<file path="src/rtl/sleep_clk_ctrl.sv">
module sleep_clk_ctrl #(
  parameter int NPERIPH = 4
) (
  input  logic               clk,
  input  logic               rst_n,
  input  logic               cfg_we,
  input  logic [2:0]         cfg_mode,
  input  logic               cfg_sleep_en,
  input  logic               mask_we,
  input  logic [NPERIPH-1:0] mask_in,
  input  logic               sleep_req,
  input  logic               irq_any,
  input  logic               wake_twi,
  input  logic               wake_pin,
  input  logic               wake_rtc,
  output logic               cpu_clk_en,
  output logic               mem_clk_en,
  output logic               dma_clk_en,
  output logic               evt_clk_en,
  output logic               intc_clk_en,
  output logic [NPERIPH-1:0] periph_clk_en,
  output logic               osc_main_en,
  output logic               osc_xtal_en,
  output logic               osc_rtc_en,
  output logic [2:0]         state_o
);

  localparam logic [2:0] ST_ACT  = 3'b001;
  localparam logic [2:0] M_IDLE  = 3'b000;
  localparam logic [2:0] M_PDOWN = 3'b010;
  localparam logic [2:0] M_PSAVE = 3'b011;
  localparam logic [2:0] M_STBY  = 3'b110;
  localparam logic [2:0] M_XSTBY = 3'b111;

  logic [2:0]         state;
  logic [2:0]         mode_r;
  logic               slp_en_r;
  logic [NPERIPH-1:0] mask_r;
  logic               mode_ok;
  logic               go_sleep;
  logic               wake_hit;
  logic               is_act, is_idle, bus_on;

  assign mode_ok = (mode_r == M_IDLE) || (mode_r == M_PDOWN) || (mode_r == M_PSAVE) ||
                   (mode_r == M_STBY) || (mode_r == M_XSTBY);
  assign go_sleep = is_act && sleep_req && slp_en_r && mode_ok;

  always_comb begin
    case (state)
      M_IDLE:          wake_hit = irq_any | wake_twi | wake_pin | wake_rtc;
      M_PDOWN, M_STBY: wake_hit = wake_twi | wake_pin;
      M_PSAVE,
      M_XSTBY:         wake_hit = wake_twi | wake_pin | wake_rtc;
      default:         wake_hit = 1'b0;
    endcase
  end

  always_ff @(posedge clk or negedge rst_n) begin
    if (!rst_n) begin
      mode_r   <= M_IDLE;
      slp_en_r <= 1'b0;
      mask_r   <= '0;
    end else begin
      if (cfg_we) begin
        mode_r   <= cfg_mode;
        slp_en_r <= cfg_sleep_en;
      end
      if (mask_we) mask_r <= mask_in;
    end
  end

  always_ff @(posedge clk or negedge rst_n) begin
    if (!rst_n)        state <= ST_ACT;
    else if (go_sleep) state <= mode_r;
    else if (wake_hit) state <= ST_ACT;
  end

  assign is_act  = (state == ST_ACT);
  assign is_idle = (state == M_IDLE);
  assign bus_on  = is_act || is_idle;

  assign cpu_clk_en    = is_act;
  assign mem_clk_en    = bus_on;
  assign dma_clk_en    = bus_on;
  assign evt_clk_en    = bus_on;
  assign intc_clk_en   = bus_on;
  assign periph_clk_en = bus_on ? ~mask_r : '0;
  assign osc_main_en   = bus_on || (state == M_XSTBY);
  assign osc_xtal_en   = bus_on || (state == M_STBY);
  assign osc_rtc_en    = bus_on || (state == M_PSAVE) || (state == M_XSTBY);
  assign state_o       = state;


  sleep_entry_chk: assert property (@(posedge clk) disable iff (!rst_n)
    go_sleep |=> (state_o == $past(mode_r)));


  sleep_gated_chk: assert property (@(posedge clk) disable iff (!rst_n)
    (is_act && sleep_req && !slp_en_r) |=> (state_o == ST_ACT));


  reserved_code_chk: assert property (@(posedge clk) disable iff (!rst_n)
    (is_act && sleep_req && !mode_ok) |=> cpu_clk_en);


  pdown_hold_chk: assert property (@(posedge clk) disable iff (!rst_n)
    ((state == M_PDOWN) && !wake_twi && !wake_pin) |=> (state_o == M_PDOWN));


  wake_restore_chk: assert property (@(posedge clk) disable iff (!rst_n)
    (!is_act && wake_hit) |=> (cpu_clk_en && osc_main_en && mem_clk_en));


  sleep_no_cpu_chk: assert property (@(posedge clk) disable iff (!rst_n)
    cpu_clk_en |-> (osc_main_en && osc_xtal_en && osc_rtc_en && intc_clk_en));

endmodule

</file>
<file path="config.mk">
export PLATFORM = sky130hd
export DESIGN_NAME = sleep_clk_ctrl
export DESIGN_NICKNAME = d
export VERILOG_FILES = /design/src/rtl/sleep_clk_ctrl.sv
export SDC_FILE = /design/constraint.sdc
export NUM_CORES = 1
export LEC_CHECK = 0
export BUFFER_PORTS_ARGS = -buffer_cell sky130_fd_sc_hd__buf_2
export CAP_MARGIN = 15
export CORE_MARGIN = 8
export CORE_UTILIZATION = 40
export DETAILED_ROUTE_END_ITERATION = 12
export PLACE_DENSITY_LB_ADDON = 0.1
export SETUP_SLACK_MARGIN = 0.15
export SYNTH_ARGS = -nofsm -noshare
export SYNTH_HDL_FRONTEND = slang
export SYNTH_SLANG_ARGS = --single-unit
</file>
<file path="constraint.sdc">
create_clock -name clk -period 1.9 [get_ports clk]
set_input_delay 0.285 -clock clk [delete_from_list [all_inputs] [get_ports clk]]
set_output_delay 0.285 -clock clk [all_outputs]
set_load 0.02 [all_outputs]
</file>
### Word level (Yosys, flattened, before mapping)

Cells that the tools add are included.

| storage, ports and cells | value |
|---|---|
| bits in registers | 11 |
| input port bits | 17 |
| output and inout bits | 15 |
| logic and storage cells | 40 |

| cells by class | value |
|---|---|
| equality and inequality tests | 9 |
| muxes and demuxes | 4 |
| bitwise operators | 6 |
| reduce and logical (&&, ||, !) cells | 17 |

Operator list:

| cell | number |
|---|---|
| 3-bit by 2-bit == test with 1-bit output (second input constant) | 4 |
| 3-bit == test (second input constant) | 4 |
| 1-bit logical OR | 9 |
| 3-bit logical NOT | 2 |
| 3-bit two-way mux | 2 |
| 1-bit OR | 5 |
| 4-bit two-way mux | 1 |
| 4-bit NOT | 1 |
| 2-bit OR reduction | 2 |
| 3-bit by 1-bit == test with 1-bit output (second input constant) | 1 |
| 1-bit logical AND | 3 |
| 1-bit one-hot mux with 3 select lines | 1 |
| 2-bit nonzero test | 1 |

### Longest topological paths before layout

Gate-level depths: netlist (run 1).

| logic depth | value |
|---|---|
| word-level depth | 7 |
| mapped depth | 6 |
| gate-level depth less buffers | 5 |

### Least setup slack after synthesis (run 1)

No wires, ideal clock.

| timing | value |
|---|---|
| path kind | register to register |
| start | register state[0], in the netlist state_o[0] |
| end | register state[0], in the netlist state_o[0] |
| setup time | 82 ps |
| arrival | 1,545 ps |
| data required time | 1,818 ps |
| setup slack | 273 ps |
| stages on the path, launching flop included | 6 |
| path buffers | 1 |
| period minus slack after synthesis | 1,627 ps |
| cell sequence | dfstp_2 buf_6 nand2_2 a2111oi_4 o22ai_1 o31a_1 |

| on the way | value |
|---|---|
| longest elaborated chain between the ends | 5 |
| elaborated cells between the ends (all ways) | 14 |
| those cells by class | eq/ne: 5; mux: 2; reduce/logical: 7 |

Ends and longest elaborated chain:

| item | RTL line | RTL |
|---|---|---|
| start, declared | 35 | `logic [2:0] state;` |
| start signal, assigned | 74 | `else if (go_sleep) state <= mode_r;` |
| parallel branches: the longest is 5 deep, another holds 3-bit == test | -- |  |

Several ways; the timed one is not identified.
A chain may end at the register's enable or synchronous reset.

### Worst setup path after layout (run 1)

| timing | value |
|---|---|
| start | register state[1], in the netlist state_o[1] |
| end | output cpu_clk_en |

| on the way | value |
|---|---|
| longest elaborated chain between the ends | 1 |

Ends and longest elaborated chain:

| item | RTL line | RTL |
|---|---|---|
| 3-bit by 1-bit == test with 1-bit output | 78 | `assign is_act = (state == ST_ACT);` |
| end, declared | 16 | `output logic cpu_clk_en,` |

Every way passes these cells.

==> key figures, run 1 <==
Outcome
  • Outcome: finished clean

Die
  • Core Footprint: 1450 um2
  • Standard-cell rows: 14
  • Starting density of the core: 0.411
  • Total I/O pin count: 32
  • Die Wd: 54.7 um
  • Area enclosed by the die boundary: 2990 um2
  • Overall die height: 54.7 um

Synth
  • Top_reg_cell synth: sky130_fd_sc_hd__dfrtp_1
  • Most frequent cells after synthesis: sky130_fd_sc_hd__dfrtp_1, sky130_fd_sc_hd__nor2_1, sky130_fd_sc_hd__mux2_2
  • Area share of the largest cell type after synthesis: 0.418
  • Avg Cell Area, Syn: 10.3 um2
  • Number of flops mapped to enable cells by yosys: 0
  • Top-count cell post-synth: sky130_fd_sc_hd__dfrtp_1
  • Multiplexer share of the synthesized area: 0.113
  • Synthesized netlist cell count: 58
  • Synth area leader: sky130_fd_sc_hd__dfrtp_1
  • Synth Register Bits: 11
  • Syn. warnings: 0
  • Area fraction in compound gates after synthesis: 0.163
  • Combinational family with the most area after synthesis: compound AO/OA/AOI/OAI gates
  • Cells taking the most area after synthesis: sky130_fd_sc_hd__dfrtp_1, sky130_fd_sc_hd__mux2_2, sky130_fd_sc_hd__nor2_1, sky130_fd_sc_hd__a2111oi_4, sky130_fd_sc_hd__dfstp_2
  • Post-Synthesis Net Count: 75
  • Netlist area before placement: 598 um2
  • Adder and majority gate portion of the synthesized area: 0
  • Sequential element share of the synthesized area: 0.462
  • Share of async-settable or async-resettable flops after synthesis: 1.00
  • Number of distinct library cells after synthesis: 23
  • Post-synthesis xor/xnor area fraction: 0
  • Share of synthesized cell area in and, or, nand and nor gates: 0.159

Cells and area
  • Final #Nets: 107
  • Count of antenna diodes in the layout: 0
  • Cell area after layout: 768 um2
  • Area delta synth->final: 28.5%
  • Share of cells above drive strength 1: 0.528

Critical path
  • Critical path data arrival time: 1.37 ns
  • Critical-path maximum fanout: 8
  • Kind of end point of the critical path: output pin
  • WP data required: 1.62 ns
  • Register-to-Register Path Depth: 4
  • Crit path max-delay cell type: sky130_fd_sc_hd__dfrtp_2
  • Critical R2R Launch: state_o[0]
  • Worst flop-to-flop path endpoint: state_o[0]
  • Slowest stage delay, CP: 0.44 ns
  • Startpoint type of the worst setup path: flop
  • Critical setup path kind: flop to output pin
  • Setup slack of the most critical reg-to-reg path: 0.31 ns
  • Crit path cell chain: or2_4 -> clkinv_2 -> and2_1 -> buf_2

Global routing
  • Global route overflow: 0
  • Via count of the first global-routing pass: 521
  • Maximum number of pins on one net before global-route repair: 12
  • Global routing usage summed across all routing layers: 0.0969
  • First-pass GRT wire length: 2.16 mm
  • Antenna violations before repair: 0

Clock network
  • Root Buffer Master: sky130_fd_sc_hd__clkbuf_4
  • Number of sinks on the clock net: 11
  • TritonCTS clock tree: built
  • Clock buffer count from CTS: 3
  • Worst-Skew Late Latency: 0.26 ns
  • H-Tree Level Count: 1
  • Clock slew seen by the registers of the worst setup and hold paths: 0.07 ns
  • Maximum number of buffers from clock root to sink: 2

Flow run
  • Max-capacitance violation count: 0

STA
  • Final hold violation count: 0
  • Min Tclk post-route: 1.65 ns
  • Timing-limited maximum frequency: 605 MHz
  • Final hold slack: 0.228 ns
  • Clock skew: 0.000123 ns
  • TNS Setup: 0 ns
  • Period utilization: 0.869
  • Unrepaired setup endpoints after global routing: no
  • Pin slew with the least headroom to its limit: 0.234 ns
  • Worst rel slew slack: 0.844
  • Final setup viols: 0
  • Number of max-slew violations in the final report: 0

Detailed routing
  • Detailed-route wire length per cell: 12.5 um
  • Final wirelength: 1.31 mm
  • DRC: 0
  • Detail-routed via count per cell: 4.75
  • First-pass iteration count of the detailed router: 4
  • DRC marker count from the first detailed-route iteration: 5
  • Via Count: 499
  • Post-route ant nets: 0

Placement
  • Port Buffer Count: 31
  • Final HPWL from detailed placement: 1.10 mm
  • Global placer's final weighted congestion: 0.743
  • Total placed instance area: 728 um2

Min path
  • Endpoint with the worst hold slack: mode_r[1]
  • Hold/Removal Path Class: input port to flop
  • Start point of the worst hold path: cfg_mode[1]
  • Number of cells on the worst hold path: 3

Power
  • Leakage power: 0.000358 uW
  • Total power per unit cell area: 1510 nW/um2
  • Peak VDD IR: 0.000850 V
  • Total power consumption of the routed design: 1160 uW
[how the worst max path moves through the flow]
stage | start | endpoint | slack (ns) | depth (start not counted)
floorplan | state_o[0] | state_o[0] | 0.27 | 5
global placement | state_o[0] | state_o[0] | 0.35 | 4
detailed placement | state_o[0] | state_o[0] | 0.30 | 4
CTS | state_o[1] | cpu_clk_en | 0.21 | 4
global route | state_o[1] | cpu_clk_en | 0.16 | 4
finish | state_o[1] | cpu_clk_en | 0.25 | 4
[worst max-delay path, delay by kind of cell (launching register included)]
kind,cells,cell delay (ns)
and+or+nand+nor,2,0.42
DFF,1,0.44
buffers and inverters,2,0.24
[placed cells by master (no fill, tap or decap), types with 2 or more instances in the layout]
cell type / Yosys / final
sky130_fd_sc_hd__buf_2: 0 / 31
sky130_fd_sc_hd__clkbuf_4: 0 / 3
sky130_fd_sc_hd__dfrtp_1: 10 / 9
sky130_fd_sc_hd__inv_1: 3 / 3
sky130_fd_sc_hd__mux2_2: 6 / 6
sky130_fd_sc_hd__nand2_1: 5 / 5
sky130_fd_sc_hd__nor2_1: 9 / 9
sky130_fd_sc_hd__o21ai_0: 4 / 4
sky130_fd_sc_hd__o22ai_1: 2 / 2
[routing by layer]
layer / global-route usage / vias to the layer above / wire [um]
li1: - / 259 / -
met1: 0.111 / 220 / 515
met2: 0.158 / 20 / 649
met3: 0.0543 / 0 / 144
met4: 0.0123 / 0 / 0
met5: 0 / - / 0
[where the power goes]
group	switching [uW]	internal, uW
registers	56.5	285
clock network	72.3	81.1
logic	430	236
total	559	602
[state kept, by name, indices dropped and copies added (netlist names)]
| signal | flops |
|---|---|
| slp_en_r | 1 |
| state_o | 3 |
| mode_r | 3 |
| mask_r | 4 |
[through the flow]
step | utilization | setup WS (ns) | std cells
after detailed placement | 0.501 | 0.302 | 100
final | 0.528 | 0.248 | 105
after global routing | 0.528 | 0.158 | 105
after global placement | 0.501 | 0.352 | 100
after CTS | 0.528 | 0.211 | 105
after floorplan | - | 0.273 | 58
[logic make-up after synthesis]
family          count (synthesis)
compound gates                 12
simple gates                   20
mux                             6
flops                          11
buf+inv                         9
[what timing repair did]
item                                   CTS  global route
hold buffers                             1             0
buffers inserted                         0             0
gates cloned                             0             0
setup endpoints to repair                1             1
endpoints found under the hold margin   10             0
gates resized for setup                  1             1
[cell type report]
type	count	area (um2)
Inverter	4	16.3
Tap cell	16	20.0
Timing Repair Buffer	32	165
Clock buffer	4	26.3
Multi-Input combinational cell	38	263
Sequential cell	11	278
Fill cell	154	686
Note: power is estimated with default switching activity, not from simulation.
==> run 2: changes to the inputs <==
CELL_PAD_IN_SITES_DETAIL_PLACEMENT = 0   (was unset)
CELL_PAD_IN_SITES_GLOBAL_PLACEMENT = 1   (was unset)
CORE_UTILIZATION = 30   (was 40)
==> run 2 against run 1 <==
Effect of this change:
- final cell count grew 10%
- clock power barely moved
- die area grew 23%
- total power rose by 0.33%
- final area rose by 1.8%
- clock-buffer cell count stayed put
- maximum frequency about the same
- wire length grew 5.8%
- worst hold slack improved by 0.0042 ns
==> key figures, run 2 (synthesis results as in run 1) <==
Outcome
  • Outcome: finished clean

Cells and area
  • Number of flip-flops under the largest register name: 4
  • Most frequent cells in the layout: sky130_fd_sc_hd__buf_2, sky130_fd_sc_hd__nor2_1, sky130_fd_sc_hd__dfrtp_1, sky130_fd_sc_hd__mux2_2, sky130_fd_sc_hd__nand2_1
  • Commonest non-fill, non-tap cell in the layout: sky130_fd_sc_hd__buf_2
  • Most flop-heavy register: mask_r
  • Final Non-Filler Cells: 116
  • Combined area of the multi-input logic cells: 263 um2
  • Area delta synth->final: 30.8%
  • Cell area after layout: 782 um2
  • Share of cells above drive strength 1: 0.528
  • Final-layout fill cell count: 216
  • Final #Nets: 107
  • Count of antenna diodes in the layout: 0
  • Area of all sequential standard cells: 278 um2
  • Finished Core Util: 0.407

Clock network
  • TritonCTS clock tree: built
  • H-Tree Level Count: 1
  • Root Buffer Master: sky130_fd_sc_hd__clkbuf_4
  • Worst-Skew Late Latency: 0.26 ns
  • Maximum number of buffers from clock root to sink: 2
  • Number of sinks on the clock net: 11
  • Buffers inserted during post-CTS setup optimization: 0
  • Clock buffer count from CTS: 3
  • Clock slew seen by the registers of the worst setup and hold paths: 0.06 ns

Die
  • Starting density of the core: 0.311
  • Total I/O pin count: 32
  • Area enclosed by the die boundary: 3680 um2
  • Overall die height: 60.7 um
  • Die Wd: 60.7 um
  • Core Footprint: 1920 um2
  • Standard-cell rows: 16

Power
  • Peak VDD IR: 0.000598 V
  • Part of the power in registers: 0.295
  • Leakage power: 0.000358 uW
  • Share of total power in combinational logic: 0.575
  • Net switching power of the design: 563 uW
  • Total power per unit cell area: 1490 nW/um2
  • Switching share of power: 0.483
  • Internal Power: 602 uW
  • Portion of total power attributed to the clock network: 0.130

Global routing
  • Antenna violations before repair: 0
  • Maximum number of pins on one net before global-route repair: 12
  • Via count of the first global-routing pass: 559
  • First-pass GRT wire length: 2.34 mm
  • Global routing usage summed across all routing layers: 0.0835
  • Global route overflow: 0

Critical path
  • Register-to-Register Path Depth: 4
  • Startpoint type of the worst setup path: flop
  • Critical-path maximum fanout: 8
  • Worst flop-to-flop path endpoint: state_o[0]
  • Critical setup path kind: flop to output pin
  • Critical path data arrival time: 1.37 ns
  • Setup slack of the most critical reg-to-reg path: 0.32 ns
  • Critical R2R Launch: state_o[0]
  • WP data required: 1.62 ns
  • Kind of end point of the critical path: output pin

Placement
  • Total instance count after detailed placement: 111
  • Global placer's final weighted congestion: 0.685
  • Port Buffer Count: 31
  • Total placed instance area: 742 um2
  • Final HPWL from detailed placement: 1.16 mm

STA
  • Timing-limited maximum frequency: 605 MHz
  • Number of max-slew violations in the final report: 0
  • Worst rel slew slack: 0.827
  • Final hold violation count: 0
  • Unrepaired setup endpoints after global routing: no
  • Min Tclk post-route: 1.65 ns
  • Clock skew: 0.000816 ns
  • TNS Setup: 0 ns
  • Pin slew with the least headroom to its limit: 0.260 ns
  • Final setup viols: 0
  • Period utilization: 0.870

Flow run
  • Max-capacitance violation count: 0

Detailed routing
  • First-pass iteration count of the detailed router: 2
  • DRC marker count from the first detailed-route iteration: 5
  • Via Count: 518
  • Post-route ant nets: 0
  • Detailed-route wire length per cell: 11.9 um
  • DRC: 0
  • Detail-routed via count per cell: 4.47
  • Final wirelength: 1.39 mm

Min path
  • Hold/Removal Path Class: input port to flop
  • Start point of the worst hold path: cfg_mode[1]
  • Endpoint with the worst hold slack: mode_r[1]
  • Number of cells on the worst hold path: 3
==> run 2: timing repair <==
item,4_1_cts,5_1_grt
setup endpoints to repair,1,1
hold endpoints to repair,10,0
resized for setup,1,1
hold buffers,1,0
==> run 2: cell type report <==
class,count,share of cell area
Tap cell,27,0.0432
Sequential cell,11,0.355
Timing Repair Buffer,32,0.211
Clock buffer,4,0.0336
Multi-Input combinational cell,38,0.336
Inverter,4,0.0208
==> run 2: layer usage <==
layer  track usage  wire length (um)  up-vias
li1              -                 -      258
met1        0.0900               593      242
met2         0.143               681       16
met3        0.0339               100        2
met4        0.0299                10        0
met5             0                 0        -
==> run 2: power by group through the flow <==
stage | registers, uW | logic, uW | clock network [uW]
final | 344 | 669 | 151
after global routing | 355 | 723 | 171
after CTS | 344 | 685 | 162
after detailed placement | 347 | 671 | 0
after global placement | 344 | 671 | 0
after floorplan | 350 | 527 | 0
==> run 2: per-stage QoR <==
| step | hold slack (ns) | worst slack [ns] | power, uW |
|---|---|---|---|
| 6_report | 0.232 | 0.248 | 1160 |
| 5_1_grt | 0.246 | 0.169 | 1250 |
| 4_1_cts | 0.218 | 0.208 | 1190 |
| 3_5_place_dp | 0.171 | 0.305 | 1020 |
| 3_3_place_gp | 0.174 | 0.340 | 1010 |
| 2_1_floorplan | -0.0106 | 0.273 | 877 |
==> run 2: how the worst max path moves through the flow <==
| stage | slack, ns | start | end |
|---|---|---|---|
| final | 0.25 | state_o[1] | cpu_clk_en |
| after global routing | 0.17 | state_o[1] | cpu_clk_en |
| after CTS | 0.21 | state_o[1] | cpu_clk_en |
| after detailed placement | 0.31 | state_o[0] | state_o[0] |
| after global placement | 0.34 | state_o[1] | state_o[2] |
| after floorplan | 0.27 | state_o[0] | state_o[0] |
==> run 2: worst max-delay path: stages (launching register included) <==
cell and delay (ns):
sky130_fd_sc_hd__dfrtp_2 0.44, sky130_fd_sc_hd__or2_4 0.31, sky130_fd_sc_hd__clkinv_2 0.09, sky130_fd_sc_hd__and2_1 0.11, sky130_fd_sc_hd__buf_2 0.15
==> run 3: changes to the inputs <==
CAP_MARGIN = 25   (was 15)
CORE_UTILIZATION = 33   (was 30)
clock period = 1.93 ns   (was 1.9 ns; I/O delays follow)
==> run 3 against run 2 <==
Effect of this change:
- clock power about the same
- register-to-register slack better by 0.04 ns
- global-route usage up 0.54 points
- total power down 1.7%
- non-clock buffer count unchanged
- clock-buffer cell count unchanged
- final area down 0.48%
- sequential cell count unchanged
- critical endpoint unchanged
==> key figures, run 3 (synthesis results as in run 1) <==
Clock network
  • Number of sinks on the clock net: 11
  • Buffers inserted during post-CTS setup optimization: 0
  • H-Tree Level Count: 1
  • Root Buffer Master: sky130_fd_sc_hd__clkbuf_4
  • Clock slew seen by the registers of the worst setup and hold paths: 0.07 ns
  • Clock buffer count from CTS: 3
  • TritonCTS clock tree: built
  • Maximum number of buffers from clock root to sink: 2
  • Worst-Skew Late Latency: 0.26 ns

Critical path
  • Slowest stage delay, CP: 0.44 ns
  • Crit path cell chain: or2_4 -> clkinv_2 -> and2_1 -> buf_2
  • Crit path max-delay cell type: sky130_fd_sc_hd__dfrtp_1
  • Critical path data arrival time: 1.39 ns
  • Startpoint type of the worst setup path: flop
  • Cell depth of the worst setup path: 4
  • Top cell family by delay on the critical path: flip-flops
  • Register-to-Register Path Depth: 4
  • WP data required: 1.64 ns
  • WP buf/inv: 2
  • Kind of end point of the critical path: output pin
  • Critical-path maximum fanout: 8
  • Critical setup path kind: flop to output pin

STA
  • Worst rel slew slack: 0.830
  • Pin slew with the least headroom to its limit: 0.255 ns
  • Unrepaired setup endpoints after global routing: no
  • Final hold slack: 0.229 ns
  • Final hold violation count: 0
  • Timing-limited maximum frequency: 597 MHz
  • Clock skew: 0.00364 ns
  • Period utilization: 0.868
  • Min Tclk post-route: 1.68 ns
  • Number of max-slew violations in the final report: 0
  • TNS Setup: 0 ns
  • Final setup viols: 0

Global routing
  • Antenna violations before repair: 0
  • First-pass GRT wire length: 2.30 mm
  • Global routing usage summed across all routing layers: 0.0890
  • Via count of the first global-routing pass: 519
  • Global route overflow: 0
  • Maximum number of pins on one net before global-route repair: 12

Detailed routing
  • Detail-routed via count per cell: 4.32
  • First-pass iteration count of the detailed router: 4
  • Via Count: 492
  • DRC marker count from the first detailed-route iteration: 5
  • DRC: 0
  • Final wirelength: 1.35 mm
  • Post-route ant nets: 0
  • Detailed-route wire length per cell: 11.8 um

Min path
  • Hold/Removal Path Class: input port to flop
  • Number of cells on the worst hold path: 3

Power
  • Peak VDD IR: 0.000720 V
  • Leakage power: 0.000360 uW
  • Total power per unit cell area: 1470 nW/um2

Placement
  • Total instance count after detailed placement: 109
  • Global placer's final weighted congestion: 0.737
  • Final HPWL from detailed placement: 1.11 mm
  • Port Buffer Count: 31

Cells and area
  • Final Non-Filler Cells: 114
  • Count of antenna diodes in the layout: 0
  • Share of cells above drive strength 1: 0.517
  • Area delta synth->final: 30.1%
  • Finished Core Util: 0.456
  • Commonest non-fill, non-tap cell in the layout: sky130_fd_sc_hd__buf_2
  • Most frequent cells in the layout: sky130_fd_sc_hd__buf_2, sky130_fd_sc_hd__dfrtp_1, sky130_fd_sc_hd__nor2_1, sky130_fd_sc_hd__mux2_2, sky130_fd_sc_hd__nand2_1
  • Number of flip-flops under the largest register name: 4
  • Most flop-heavy register: mask_r
  • Final #Nets: 107

Die
  • Starting density of the core: 0.350
  • Standard-cell rows: 15
  • Overall die height: 58.6 um
  • Core Footprint: 1710 um2
  • Die Wd: 58.6 um
  • Total I/O pin count: 32
  • Area enclosed by the die boundary: 3430 um2

Outcome
  • Outcome: finished clean

Flow run
  • Max-capacitance violation count: 0
run 3: cell counts in the layout (fill, tap and decap cells not counted):
Identical to the previous run, type by type.
run 3: layout make-up:
type / instances / area [um2]
fill: 184 / 930
clock buffer: 4 / 26.3
sequential: 11 / 277
inverter: 4 / 16.3
multi-input combinational: 38 / 263
tap: 25 / 31.3
timing repair buffer: 32 / 165
run 3: layer usage:
| metal | global-route usage | routed length, um | up-vias |
|---|---|---|---|
| met5 | 0 | 0 | - |
| met4 | 0.0205 | 10 | 0 |
| met3 | 0.0652 | 148 | 2 |
| met2 | 0.143 | 628 | 16 |
| met1 | 0.0909 | 559 | 219 |
| li1 | - | - | 255 |
run 3: through the flow:
| step | total power [uW] | worst slack (ns) | cell area, um2 |
|---|---|---|---|
| after global routing | 1250 | 0.156 | 778 |
| after floorplan | 863 | 0.303 | 598 |
| after detailed placement | 999 | 0.355 | 739 |
| after CTS | 1170 | 0.230 | 778 |
| after global placement | 996 | 0.370 | 739 |
| final | 1140 | 0.255 | 778 |
run 3: final timing paths:
kind	startpoint	to	slack, ns
max	state_o[1]	cpu_clk_en	0.25
min in group asynchronous	rst_n	state_o[1]	0.42
max reg2reg	state_o[0]	state_o[0]	0.36
min	cfg_mode[1]	mode_r[1]	0.23
min reg2reg	mask_r[2]	mask_r[2]	0.51
max in group asynchronous	rst_n	state_o[0]	1.25
run 3: worst min-delay path: stages:
cell                      delay [ns]
sky130_fd_sc_hd__buf_2          0.07
sky130_fd_sc_hd__nand2_1        0.03
sky130_fd_sc_hd__o21ai_0        0.05
run 3: what timing repair did:
action                                  CTS  global route
resized for setup                         1             0
hold buffers                              1             0
endpoints found under the hold margin    10             0
endpoints found under the setup margin    1             0
run 3: power breakdown:
group          internal [uW]  total (uW)  switching, uW
Clock                   79.9         151           71.2
Combinational            232         659            427
Sequential               278         335           56.3
Total                    590        1140            555
